===== config.mk =====
export PLATFORM = sky130hd
export DESIGN_NAME = refresh_stall_gen
export DESIGN_NICKNAME = d
export VERILOG_FILES = /design/src/rtl/rfsh_pkg.sv /design/src/rtl/rfsh_dot_events.sv /design/src/rtl/rfsh_arbiter.sv /design/src/rtl/rfsh_window.sv /design/src/rtl/rfsh_rowctr.sv /design/src/rtl/refresh_stall_gen.sv
export SDC_FILE = /design/constraint.sdc
export NUM_CORES = 1
export LEC_CHECK = 0
export BUFFER_PORTS_ARGS = -buffer_cell sky130_fd_sc_hd__buf_4
export CAP_MARGIN = 0
export CORE_UTILIZATION = 45
export CTS_BUF_LIST = sky130_fd_sc_hd__clkbuf_4 sky130_fd_sc_hd__clkbuf_8 sky130_fd_sc_hd__clkbuf_16
export CTS_CLUSTER_DIAMETER = 200
export DETAILED_ROUTE_END_ITERATION = 10
export GPL_TIMING_DRIVEN = 0
export PLACE_DENSITY = 0.78
export RECOVER_POWER = 50
export SLEW_MARGIN = 20
export SYNTH_ARGS = -nofsm -noshare
export SYNTH_HDL_FRONTEND = slang
export SYNTH_HIERARCHICAL = 1
export SYNTH_SLANG_ARGS = --single-unit

===== constraint.sdc =====
create_clock -name clk -period 4.8 [get_ports clk]
set_clock_uncertainty 0.15 [all_clocks]
set_input_delay 0.96 -clock clk [delete_from_list [all_inputs] [get_ports clk]]
set_output_delay 0.96 -clock clk [all_outputs]
set_load 0.01 [all_outputs]

===== src/rtl/rfsh_pkg.sv =====
package rfsh_pkg;
  // Next row index, wrapping at lim.
  function automatic int unsigned wrap_inc(int unsigned v, int unsigned lim);
    return (v + 1 >= lim) ? 0 : v + 1;
  endfunction

  // True when window offset c is the first cycle of a row access of length per.
  function automatic logic is_access_slot(int unsigned c, int unsigned per);
    return (c % per) == 0;
  endfunction
endpackage


===== src/rtl/rfsh_dot_events.sv =====
module rfsh_dot_events #(
  parameter int unsigned DOT_W    = 9,
  parameter int unsigned TRIG_DOT = 134
) (
  input  logic             clk,
  input  logic             rst_n,
  input  logic [DOT_W-1:0] dot_pos,
  output logic             trig_evt,
  output logic             line_evt
);
  logic [DOT_W-1:0] dot_q;

  always_ff @(posedge clk) begin
    if (!rst_n) dot_q <= '0;
    else        dot_q <= dot_pos;
  end

  assign trig_evt = (dot_pos == DOT_W'(TRIG_DOT)) && (dot_q != DOT_W'(TRIG_DOT));
  assign line_evt = (dot_pos == '0) && (dot_q != '0);
endmodule


===== src/rtl/rfsh_arbiter.sv =====
module rfsh_arbiter #(
  parameter int unsigned MAX_WAIT = 48,
  localparam int unsigned WAIT_W  = $clog2(MAX_WAIT + 1)
) (
  input  logic              clk,
  input  logic              rst_n,
  input  logic              trig_evt,
  input  logic              line_evt,
  input  logic              insn_done,
  input  logic              busy,
  output logic              start,
  output logic              pend,
  output logic [WAIT_W-1:0] wait_cnt
);
  logic              pend_q;
  logic [WAIT_W-1:0] wait_q;
  logic              timeout;

  assign timeout = (wait_q == WAIT_W'(MAX_WAIT - 1));
  assign start   = pend_q && !busy && !line_evt && (insn_done || timeout);

  always_ff @(posedge clk) begin
    if (!rst_n) begin
      pend_q <= 1'b0;
      wait_q <= '0;
    end else if (line_evt) begin
      pend_q <= 1'b0;
      wait_q <= '0;
    end else if (trig_evt) begin
      pend_q <= 1'b1;
      wait_q <= '0;
    end else if (start) begin
      pend_q <= 1'b0;
      wait_q <= '0;
    end else if (pend_q && !timeout) begin
      wait_q <= wait_q + 1'b1;
    end
  end

  assign pend     = pend_q;
  assign wait_cnt = wait_q;
endmodule


===== src/rtl/rfsh_window.sv =====
module rfsh_window #(
  parameter int unsigned ACC_CYC = 8,
  parameter int unsigned ACC_PER = 5,
  localparam int unsigned WIN    = ACC_CYC * ACC_PER,
  localparam int unsigned CNT_W  = $clog2(WIN)
) (
  input  logic clk,
  input  logic rst_n,
  input  logic start,
  output logic active,
  output logic strobe
);
  import rfsh_pkg::*;
  logic [CNT_W-1:0] cnt_q;
  logic             act_q;

  always_ff @(posedge clk) begin
    if (!rst_n) begin
      act_q <= 1'b0;
      cnt_q <= '0;
    end else if (start) begin
      act_q <= 1'b1;
      cnt_q <= '0;
    end else if (act_q) begin
      if (cnt_q == CNT_W'(WIN - 1)) begin
        act_q <= 1'b0;
        cnt_q <= '0;
      end else begin
        cnt_q <= cnt_q + 1'b1;
      end
    end
  end

  assign active = act_q;
  assign strobe = act_q && is_access_slot(32'(cnt_q), ACC_CYC);
endmodule


===== src/rtl/rfsh_rowctr.sv =====
module rfsh_rowctr #(
  parameter int unsigned ROWS = 256,
  localparam int unsigned ROW_W = (ROWS > 1) ? $clog2(ROWS) : 1
) (
  input  logic             clk,
  input  logic             rst_n,
  input  logic             adv,
  output logic [ROW_W-1:0] row
);
  import rfsh_pkg::*;
  logic [ROW_W-1:0] row_q;

  always_ff @(posedge clk) begin
    if (!rst_n)   row_q <= '0;
    else if (adv) row_q <= ROW_W'(wrap_inc(32'(row_q), ROWS));
  end

  assign row = row_q;
endmodule


===== src/rtl/refresh_stall_gen.sv =====
module refresh_stall_gen #(
  parameter int unsigned DOT_W    = 9,
  parameter int unsigned TRIG_DOT = 134,
  parameter int unsigned MAX_WAIT = 48,
  parameter int unsigned ACC_CYC  = 8,
  parameter int unsigned ACC_PER  = 5,
  parameter int unsigned ROWS     = 256,
  localparam int unsigned ROW_W   = (ROWS > 1) ? $clog2(ROWS) : 1,
  localparam int unsigned WAIT_W  = $clog2(MAX_WAIT + 1)
) (
  input  logic             clk,
  input  logic             rst_n,
  input  logic [DOT_W-1:0] dot_pos,
  input  logic             insn_done,
  output logic             cpu_stall,
  output logic             row_stb,
  output logic [ROW_W-1:0] row_addr
);
  // Named internal events, observed by the bound checker.
  logic              trig_w;
  logic              line_w;
  logic              start_w;
  logic              pend_w;
  logic              active_w;
  logic              strobe_w;
  logic [WAIT_W-1:0] wait_w;

  rfsh_dot_events #(.DOT_W(DOT_W), .TRIG_DOT(TRIG_DOT)) u_ev (
    .clk(clk), .rst_n(rst_n), .dot_pos(dot_pos),
    .trig_evt(trig_w), .line_evt(line_w)
  );

  rfsh_arbiter #(.MAX_WAIT(MAX_WAIT)) u_arb (
    .clk(clk), .rst_n(rst_n), .trig_evt(trig_w), .line_evt(line_w),
    .insn_done(insn_done), .busy(active_w), .start(start_w),
    .pend(pend_w), .wait_cnt(wait_w)
  );

  rfsh_window #(.ACC_CYC(ACC_CYC), .ACC_PER(ACC_PER)) u_win (
    .clk(clk), .rst_n(rst_n), .start(start_w),
    .active(active_w), .strobe(strobe_w)
  );

  rfsh_rowctr #(.ROWS(ROWS)) u_row (
    .clk(clk), .rst_n(rst_n), .adv(strobe_w), .row(row_addr)
  );

  assign cpu_stall = active_w;
  assign row_stb   = strobe_w;
endmodule


==> results.json <==
{
  "outcome": "completed",
  "finalSetupViolCount": 0,
  "gp_congestion": 0.835,
  "ys_warn_count": 6,
  "synthCells": 148,
  "dr_wl_met2_um": 1460,
  "crit_fanout": 9,
  "rsz0062_at_grt": "no",
  "port_buffers": 21,
  "path_clk_slew_ns": 0.09,
  "critPathMaxStageDelay_ns": 0.44,
  "syn_nets": 164,
  "vias_per_cell": 5.49,
  "hold_viol": 0,
  "hpwlAfterDp_um": 2000,
  "fmax_mhz": 381,
  "peakVddDrop_v": 0.000139,
  "rows": 19,
  "grt_overflow_total": 0,
  "synth_cell_types": 37,
  "cp-start-kind": "flop",
  "power.leakage_nw": 0.596,
  "io_pins": 22,
  "synth-seq-cells": 31,
  "final_max_slew_viol_count": 0,
  "ctsHoldBuffers": 0,
  "fin_tns_setup_ns": 0,
  "antenna_left": 0,
  "crit_required_ns": 3.69,
  "drive_above_1_share": 0.169,
  "die_y_um": 57.6,
  "drt_iter0_drc": 28,
  "syn_avg_cell_area_um2": 9.40,
  "cts_buffer_depth": 2,
  "clock_sinks": 31,
  "hold_ws_ns": 0.355,
  "critical_path_class": "reg2out",
  "netlist_area_mm2": 0.00139,
  "critPathTopFamily": "buffers and inverters",
  "die-area_mm2": 0.00332,
  "synth-main-ff-cell": "dfxtp_1",
  "wl_met3_um": 63,
  "wirelength_um": 2750,
  "max_cap_viol_count": 0,
  "htreeDepth": 2,
  "fin_crit_sh": 0.546,
  "diodes": 0,
  "endpoint_kind": "output port",
  "hold_class": "reg2reg",
  "postCtsSetupRepairBufs": 0,
  "areaGrowthSynthToFinish_pct": 15.4,
  "cts.repair.resized": 0,
  "relSlewSlack": 0.669,
  "critPathArrivalTime_ns": 1.51,
  "p_per_area_mw_per_mm2": 273,
  "fin_nets": 192,
  "grt_max_degree": 15,
  "synthTopCellsByCount": "dfxtp_1, nor2_1, nand2_1, and2_1, a21oi_1",
  "worst_slew_pin_slew_ns": 0.496,
  "coreArea_mm2": 0.00285,
  "die_w_um": 57.6,
  "clk_latency_ns": 0.32,
  "grt_pass1_wl_um": 4720,
  "critPathSlowestCell": "dfxtp_1",
  "period_minus_slack_ns": 2.62,
  "top_layer": "met4",
  "nFillCells": 264,
  "drc": 0,
  "grt_pass1_vias": 1126,
  "clock-root-buffer": "clkbuf_4",
  "cts_tree": "built",
  "track_usage": 0.189,
  "synth_top_area_cell": "dfxtp_1",
  "async_flop_share": 0,
  "initial_core_util": 0.488,
  "crit_buf_inv": 2,
  "yosysMostFrequentCell": "dfxtp_1",
  "synth_edf_count": 0,
  "antenna_found_initial": 0,
  "drtPass1Iterations": 4,
  "cts-buffers-inserted": 5,
  "m1WireLength_um": 1190,
  "vias": 1142,
  "synth_top_area_frac": 0.446,
  "wl_per_cell_um": 13.2,
  "yosys-top-cells-area": "dfxtp_1, and2_1, nor2_1",
  "path_cells": "clkbuf_1 > and3b_2 > buf_4",
  "ys_seq_area_frac": 0.446
}
cell families (layout without fill, tap and decap cells):
family                   count (synthesis)  in the layout  synth area share
adder cells (fa/ha/maj)                  4              4            0.0360
XOR/XNOR                                 8              8            0.0504
multiplexers                             3              3            0.0216
AO/OA/AOI/OAI                           29             29             0.153
flip-flops                              31             31             0.446
buffers and inverters                    9             38            0.0297
AND/OR/NAND/NOR                         64             64             0.263
layout make-up:
| class | instances | area [um2] | share of cell area |
|---|---|---|---|
| tap | 31 | 38.8 | 0.0242 |
| buffer | 2 | 7.51 | 0.00468 |
| clock buffer | 7 | 52.6 | 0.0327 |
| clock inverter | 1 | 5.00 | 0.00312 |
| timing repair buffer | 21 | 131 | 0.0818 |
| inverter | 7 | 26.3 | 0.0164 |
| sequential | 31 | 621 | 0.387 |
| multi-input combinational | 108 | 723 | 0.451 |
power breakdown:
part | total (mW) | internal, mW | switching [mW]
logic | 0.0206 | 0.0107 | 0.00988
clock network | 0.155 | 0.0684 | 0.0870
registers | 0.263 | 0.261 | 0.00160
path summary, 6_finish.rpt:
path | start | end | slack [ns] | cells past startpoint
setup reg to reg | u_win/active$_SDFF_PN0_ | u_row/row[7]$_SDFFE_PN0P_ | 2.25 | 6
hold / removal | u_arb/wait_cnt[4]$_SDFFE_PP0P_ | u_arb/wait_cnt[4]$_SDFFE_PP0P_ | 0.35 | 2
setup / recovery | u_win/active$_SDFF_PN0_ | row_stb | 2.18 | 3
hold reg to reg | u_arb/wait_cnt[4]$_SDFFE_PP0P_ | u_arb/wait_cnt[4]$_SDFFE_PP0P_ | 0.35 | 2
worst register-to-register path, delay by kind of cell (launching register included):
family / cells / cell delay, ns
AOI/OAI and AO/OA: 1 / 0.15
buffers and inverters: 2 / 0.64
and+or+nand+nor: 3 / 1.11
DFF: 1 / 0.44
routing by layer:
metal / track usage / vias to the layer above
met2: 0.339 / 10
li1: - / 581
met4: 0.0836 / 0
met5: 0 / -
met3: 0.0499 / 5
met1: 0.207 / 546
cells in the final DEF (no fill, tap or decap), types with 4 or more instances in the layout:
master    instances
o21ai_0           5
dfxtp_1          31
buf_4            13
a21oi_1           9
and2_1            7
nand2_1          11
a211oi_1          4
or3_1             4
inv_1             7
nand4_1           5
clkbuf_1          9
nor2_1           14
ha_1              4
xor2_1            6
clkbuf_4          8
per-stage QoR:
step / instance area (um2) / utilization / worst slack, ns / total power, mW / cells
after floorplan: 1390 / - / 2.55 / 0.278 / 148
after global placement: 1590 / 0.557 / 2.28 / 0.289 / 200
after detailed placement: 1590 / 0.557 / 2.26 / 0.290 / 200
after CTS: 1650 / 0.577 / 2.31 / 0.443 / 208
after global routing: 1610 / 0.563 / 2.05 / 0.460 / 208
final: 1610 / 0.563 / 2.18 / 0.439 / 208
flip-flops by register name (all words and copies together), names as in the netlist:
signal,flops
u_arb/pend,1
u_win/cnt_q,6
u_win/active,1
u_arb/wait_cnt,6
u_ev/dot_q,9
u_row/row,8
Power figures use the tool's default switching activity.
